## config.mk

```make
export PLATFORM = sky130hd
export DESIGN_NAME = mmd_divider
export DESIGN_NICKNAME = d
export VERILOG_FILES = /design/src/rtl/mmd_pkg.sv /design/src/rtl/mmd_front.sv /design/src/rtl/mmd_cell.sv /design/src/rtl/mmd_divider.sv
export SDC_FILE = /design/constraint.sdc
export NUM_CORES = 1
export LEC_CHECK = 0
export BUFFER_PORTS_ARGS = -buffer_cell sky130_fd_sc_hd__buf_2
export CAP_MARGIN = 40
export CORE_MARGIN = 2
export CORE_UTILIZATION = 47
export CTS_CLUSTER_SIZE = 14
export DETAILED_ROUTE_END_ITERATION = 16
export HOLD_SLACK_MARGIN = 0.15
export PLACE_DENSITY_LB_ADDON = 0.12
export SLEW_MARGIN = 10
export SYNTH_ARGS = -nofsm -noshare
export SYNTH_HDL_FRONTEND = slang
export SYNTH_SLANG_ARGS = --single-unit
```

## constraint.sdc

```tcl
create_clock -name clk -period 1.5 [get_ports clk]
set_input_delay 0.15 -clock clk [delete_from_list [all_inputs] [get_ports clk]]
set_output_delay 0.15 -clock clk [all_outputs]
set_load 0.005 [all_outputs]
```

## src/rtl/mmd_pkg.sv

```systemverilog
package mmd_pkg;
  // width of the front-stage phase ring (two divide-by-2 flops)
  localparam int FRONT_W = 2;

  // nominal division ratio of the whole chain for a control width
  function automatic int base_ratio(input int ctrl_w);
    return 1 << ctrl_w;
  endfunction
endpackage

```

## src/rtl/mmd_front.sv

```systemverilog
module mmd_front #(
  parameter int RING_W = mmd_pkg::FRONT_W
) (
  input  logic              clk,
  input  logic              rst_n,
  input  logic [RING_W-1:0] swal_bits,
  input  logic              mod_in,
  output logic              tick_o
);
  localparam int GAP_W = RING_W + 1;
  localparam int NOM   = 1 << RING_W;

  logic [RING_W-1:0] ring;
  logic [RING_W-1:0] hold;
  logic              advance;

  // each held cycle shifts the selected phase one input cycle later
  assign advance = (hold == '0);
  assign tick_o  = advance && (ring == {RING_W{1'b1}});

  always_ff @(posedge clk or negedge rst_n) begin
    if (!rst_n) begin
      ring <= '0;
      hold <= '0;
    end else begin
      if (advance) ring <= ring + 1'b1;
      else         hold <= hold - 1'b1;
      if (tick_o && mod_in) hold <= swal_bits;
    end
  end

  // gap counter for the period check
  logic [GAP_W-1:0] gap;
  always_ff @(posedge clk or negedge rst_n) begin
    if (!rst_n)      gap <= '0;
    else if (tick_o) gap <= '0;
    else             gap <= gap + 1'b1;
  end

  // front period stays within NOM .. 2*NOM-1 input cycles
  p_front_gap_r3: assert property (@(posedge clk) disable iff (!rst_n)
    tick_o |-> (int'(gap) >= NOM - 1) && (int'(gap) <= 2*NOM - 2));

  // a hold is only loaded when the modulus control arrives
  p_hold_load_r3: assert property (@(posedge clk) disable iff (!rst_n)
    ($past(hold) == '0 && hold != '0) |-> $past(tick_o && mod_in));
endmodule

```

## src/rtl/mmd_cell.sv

```systemverilog
module mmd_cell (
  input  logic clk,
  input  logic rst_n,
  input  logic ctrl_bit,
  input  logic tick_i,
  input  logic mod_i,
  output logic tick_o,
  output logic mod_o
);
  logic st;
  logic sw;

  // every second accepted input tick passes on; a pending swallow eats one
  assign tick_o = tick_i && !sw && st;
  assign mod_o  = mod_i && tick_o;

  always_ff @(posedge clk or negedge rst_n) begin
    if (!rst_n) begin
      st <= 1'b0;
      sw <= 1'b0;
    end else begin
      if (tick_i) begin
        if (sw) sw <= 1'b0;
        else    st <= ~st;
      end
      if (tick_o && mod_i) sw <= ctrl_bit;
    end
  end

  // swallow counter for the once-per-period check
  logic [1:0] sw_cnt;
  always_ff @(posedge clk or negedge rst_n) begin
    if (!rst_n)                sw_cnt <= '0;
    else if (tick_o && mod_i)  sw_cnt <= '0;
    else if (tick_i && sw && sw_cnt != 2'd3) sw_cnt <= sw_cnt + 1'b1;
  end

  // at most one swallowed tick per output period
  p_one_swallow_r6: assert property (@(posedge clk) disable iff (!rst_n)
    sw_cnt <= 2'd1);

  // a swallow request appears only after the boundary handshake
  p_sw_load_r6: assert property (@(posedge clk) disable iff (!rst_n)
    $rose(sw) |-> $past(mod_i && tick_o));
endmodule

```

## src/rtl/mmd_divider.sv

```systemverilog
module mmd_divider #(
  parameter int CTRL_W = 6
) (
  input  logic              clk,
  input  logic              rst_n,
  input  logic [CTRL_W-1:0] mod_word,
  output logic              div_out
);
  localparam int FW      = mmd_pkg::FRONT_W;
  localparam int N_CELLS = CTRL_W - FW;
  localparam int BASE    = mmd_pkg::base_ratio(CTRL_W);
  localparam int PER_W   = CTRL_W + 1;

  logic              tick [0:N_CELLS];
  logic [N_CELLS:0]  mi;
  logic              boundary;

  assign mi[N_CELLS] = 1'b1;

  mmd_front #(.RING_W(FW)) front_i (
    .clk      (clk),
    .rst_n    (rst_n),
    .swal_bits(mod_word[FW-1:0]),
    .mod_in   (mi[0]),
    .tick_o   (tick[0])
  );

  for (genvar k = 1; k <= N_CELLS; k++) begin : g_cell
    mmd_cell cell_i (
      .clk     (clk),
      .rst_n   (rst_n),
      .ctrl_bit(mod_word[k+FW-1]),
      .tick_i  (tick[k-1]),
      .mod_i   (mi[k]),
      .tick_o  (tick[k]),
      .mod_o   (mi[k-1])
    );
  end

  assign boundary = tick[N_CELLS];

  logic out_q;
  always_ff @(posedge clk or negedge rst_n) begin
    if (!rst_n)                out_q <= 1'b1;
    else if (boundary)         out_q <= 1'b1;
    else if (tick[N_CELLS-1])  out_q <= 1'b0;
  end
  assign div_out = out_q;

  // period tracking for the ratio check
  logic [PER_W-1:0] per_cnt;
  logic [PER_W-1:0] exp_q;
  always_ff @(posedge clk or negedge rst_n) begin
    if (!rst_n) begin
      per_cnt <= '0;
      exp_q   <= PER_W'(BASE);
    end else if (boundary) begin
      per_cnt <= '0;
      exp_q   <= PER_W'(BASE) + PER_W'(mod_word);
    end else begin
      per_cnt <= per_cnt + 1'b1;
    end
  end

  // each period equals the ratio sampled at its starting boundary
  p_period_r2: assert property (@(posedge clk) disable iff (!rst_n)
    boundary |-> (per_cnt == exp_q - 1'b1));

  // output is high from a boundary until the last cell's first input
  p_out_high_r1: assert property (@(posedge clk) disable iff (!rst_n)
    boundary |=> div_out);
endmodule

```

==> flow_metrics.env <==
export IMPL_status="finished, violations left"
export IMPL_violations="setup timing"
export IMPL_die_area_um2=1690
export IMPL_ff_latch_area_um2=327
export IMPL_synth_flop_cell="sky130_fd_sc_hd__dfrtp_1"
export IMPL_rows=13
export IMPL_worst_skew_pair_late_latency_ns=0.27
export IMPL_min_period_ns=1.59
export IMPL_tritoncts_num_buffers=3
export IMPL_initial_core_util_pct=49.7
export IMPL_number_of_endpoints_with_negative_hold_slack_in_the_final_report=0
export IMPL_timing_max_slew_rel_slack_pct=74.9
export IMPL_layout_setup_ws_ns=-0.0863
export IMPL_largest_net_degree_at_the_start_of_global_routing=14
export IMPL_max_cap_violations=0
export IMPL_max_slew_worst_pin_slew_ns=0.376
export IMPL_synth_yosys_warnings=0
export IMPL_timing_critical_path_fanout_max=3
export IMPL_syn_num_nets=63
export IMPL_drt_first_pass_iters=2
export IMPL_worst_hold_path_num_cells=4
export IMPL_final_setup_viol_count=6
export IMPL_multi_input_comb_area_um2=372
export IMPL_fin_worst_skew_ns=0.00447
export IMPL_antenna_violations_before_repair=0
export IMPL_die_h_um=41.1
export IMPL_route_final_wire_length_um=1280
export IMPL_min_path_type="input port to register"
export IMPL_cts_root_buf="sky130_fd_sc_hd__clkbuf_4"
export IMPL_cts_tree="done"
export IMPL_num_nets_final=95
export IMPL_grt_overflow_total=0
export IMPL_ir_worst_vdd_mv=0.733
export IMPL_io_buffers=8
export IMPL_maxSlewViolCount=0
export IMPL_timing_worst_setup_path_type="register to register"
export IMPL_via_count=489
export IMPL_maxClockFrequency_ghz=0.630
export IMPL_viasPerCell=4.94
export IMPL_arrival_time_at_the_worst_endpoint_ns=1.80
export IMPL_rr_worst_depth=7
export IMPL_synth_seq_area_share_pct=50.5
export IMPL_cts_max_path_buffers=2
export IMPL_insertedDiodeCount=0
export IMPL_vias_in_the_first_global_route=501
export IMPL_synthDistinctLibCells=24
export IMPL_power_per_cell_area_nw_per_um2=603
export IMPL_core_area_um2=1300
export IMPL_rsz0062_at_grt="yes"
export IMPL_grt_first_pass_wirelength_um=2040
export IMPL_critical_path_startpoint_type="register"
export IMPL_ios=9
export IMPL_post_dp_hpwl_um=863
export IMPL_timing_final_crit_share_pct=106
export IMPL_worst_setup_path_end_kind="register"
export IMPL_synthArstFlopShare_pct=100
export IMPL_finalCoreUtilization_pct=74.5
export IMPL_placed_area_um2=777
export IMPL_layout_fillers=93
export IMPL_worst_setup_hold_path_clk_slew_ns=0.08
export IMPL_final_layout_size_suffix_gt1_share_pct=50.0
export IMPL_tritoncts_num_sinks=13
export IMPL_synthesis_instances=53
export IMPL_synth_area_um2=647
export IMPL_drc=0
export IMPL_htreeDepth=1
export IMPL_postSynthAreaPerCell_um2=12.2
export IMPL_global_route_usage_total_pct=19.7
export IMPL_gp_congestion=0.709
export IMPL_synthToLayoutAreaGrowth_pct=49.9
export IMPL_finish_instance_area_um2=970
export IMPL_drt_wirelength_per_cell_um=12.9
export IMPL_number_of_enable_type_register_cells_in_the_synthesized_netlist=0
export IMPL_cellLeakagePower_nw=0.482
export IMPL_critPathRequiredTime_ns=1.71
export IMPL_die_w_um=41.1
export IMPL_postSynthRegisterBits=13
export IMPL_ant_nets=0
export IMPL_drtIter0Drc=1
[placed cells by master, fill, tap and decap left out]
cell	netlist	routed
sky130_fd_sc_hd__a21o_2	1	1
sky130_fd_sc_hd__a22o_1	1	1
sky130_fd_sc_hd__and3b_1	1	1
sky130_fd_sc_hd__buf_2	0	8
sky130_fd_sc_hd__buf_4	0	14
sky130_fd_sc_hd__buf_6	1	2
sky130_fd_sc_hd__clkbuf_1	0	1
sky130_fd_sc_hd__clkbuf_4	0	3
sky130_fd_sc_hd__dfrtp_1	12	12
sky130_fd_sc_hd__dfstp_2	1	1
sky130_fd_sc_hd__dlygate4sd3_1	0	4
sky130_fd_sc_hd__ha_4	0	2
sky130_fd_sc_hd__inv_1	5	3
sky130_fd_sc_hd__inv_2	0	2
sky130_fd_sc_hd__mux2_2	3	1
sky130_fd_sc_hd__mux2_4	0	3
sky130_fd_sc_hd__nand2_1	2	2
sky130_fd_sc_hd__nand2b_1	2	2
sky130_fd_sc_hd__nand3b_1	2	2
sky130_fd_sc_hd__nand4b_4	1	1
sky130_fd_sc_hd__nor2_1	2	2
sky130_fd_sc_hd__nor3_1	1	1
sky130_fd_sc_hd__nor4_4	1	4
sky130_fd_sc_hd__o21ai_0	2	2
sky130_fd_sc_hd__o21ai_1	1	1
sky130_fd_sc_hd__o21bai_1	1	1
sky130_fd_sc_hd__or4_1	1	1
sky130_fd_sc_hd__xnor2_1	2	2
sky130_fd_sc_hd__xor2_1	4	4
[per-stage QoR]
step	TNS (ns)	setup WS, ns	instances	total power, W	hold slack, ns
6_report	-0.388	-0.0863	99	0.000585	0.199
5_1_grt	-0.764	-0.142	99	0.000617	0.217
4_1_cts	-0.388	-0.0779	96	0.000595	0.191
3_5_place_dp	-0.266	-0.120	84	0.000374	0.0525
3_3_place_gp	-0.183	-0.0989	84	0.000374	0.0518
2_1_floorplan	-0.186	-0.0626	53	0.000359	-0.146
[cells in the mapped netlist (2+ instances only)]
| master | n | share of area [%] |
|---|---|---|
| sky130_fd_sc_hd__ha_1 | 2 | 3.9 |
| sky130_fd_sc_hd__nor4_1 | 3 | 2.9 |
| sky130_fd_sc_hd__xor2_1 | 4 | 5.4 |
| sky130_fd_sc_hd__dfrtp_1 | 12 | 46 |
| sky130_fd_sc_hd__xnor2_1 | 2 | 2.7 |
| sky130_fd_sc_hd__inv_1 | 5 | 2.9 |
| sky130_fd_sc_hd__nand2_1 | 2 | 1.2 |
| sky130_fd_sc_hd__o21ai_0 | 2 | 1.5 |
| sky130_fd_sc_hd__nand3b_1 | 2 | 2.3 |
| sky130_fd_sc_hd__mux2_2 | 3 | 5.2 |
| sky130_fd_sc_hd__nor2_1 | 2 | 1.2 |
| sky130_fd_sc_hd__nand2b_1 | 2 | 1.9 |
[metal layers]
metal / global-route usage [%] / share of wire, %
met1: 22.3 / 47
met2: 32.8 / 50
met3: 9.78 / 3.4
met4: 4.84 / 0
met5: 0 / 0
[state kept, by name, indices dropped and copies added (netlist names)]
signal	count
front_i.hold	2
g_cell.cell_i.st	4
g_cell.cell_i.sw	4
front_i.ring	2
div_out	1
[worst paths after layout]
path,end,slack [ns],start
min,g_cell[3].cell_i.sw$_DFFE_PN0P_,0.20,mod_word[4]
max reg2reg,g_cell[1].cell_i.sw$_DFFE_PN0P_,-0.09,front_i.hold[1]$_DFFE_PN0P_
max in group asynchronous,div_out$_DFFE_PN1P_,0.93,rst_n
min in group asynchronous,g_cell[1].cell_i.st$_DFFE_PN0N_,0.29,rst_n
min reg2reg,div_out$_DFFE_PN1P_,0.48,div_out$_DFFE_PN1P_
max,g_cell[1].cell_i.sw$_DFFE_PN0P_,-0.09,front_i.hold[1]$_DFFE_PN0P_
[layout make-up]
class                      count  area share [%]
clock buffer                   4            2.71
inverter                       5            1.94
multi-input combinational     34            38.3
sequential                    13            33.7
tap                           15            1.94
timing repair buffer          28            21.4
[kinds of logic (layout without fill, tap and decap cells)]
| logic type | Yosys count | after routing | synth area share [%] |
|---|---|---|---|
| adder cells (fa/ha/maj) | 2 | 2 | 3.87 |
| XOR/XNOR | 6 | 6 | 8.12 |
| AO/OA/AOI/OAI | 6 | 6 | 6.19 |
| multiplexers | 4 | 4 | 6.96 |
| buffers and inverters | 6 | 37 | 4.64 |
| flip-flops | 13 | 13 | 50.5 |
| AND/OR/NAND/NOR | 16 | 16 | 19.7 |
[where the power goes]
part           total (W)  switching (W)  internal, W
registers       0.000350              0     0.000350
clock network   0.000210       0.000107     0.000103
logic          0.0000247      0.0000105    0.0000142
[worst max-delay path, stage by stage, from the launching register on]
cell and delay, ns:
sky130_fd_sc_hd__dfrtp_1 0.40, sky130_fd_sc_hd__inv_2 0.07, sky130_fd_sc_hd__ha_4 0.13, sky130_fd_sc_hd__nand4b_4 0.12
sky130_fd_sc_hd__nor4_4 0.40, sky130_fd_sc_hd__buf_4 0.21, sky130_fd_sc_hd__buf_6 0.09, sky130_fd_sc_hd__a22o_1 0.11
[repair_timing]
| action | in CTS | in global routing |
|---|---|---|
| hold buffers | 4 | 0 |
| buffers inserted | 4 | 3 |
| hold endpoints to repair | 16 | 0 |
| endpoints found under the setup margin | 4 | 9 |
| resized for setup | 7 | 8 |
| pin swaps | 1 | 2 |
No activity file was read; power rests on OpenSTA's default activity.
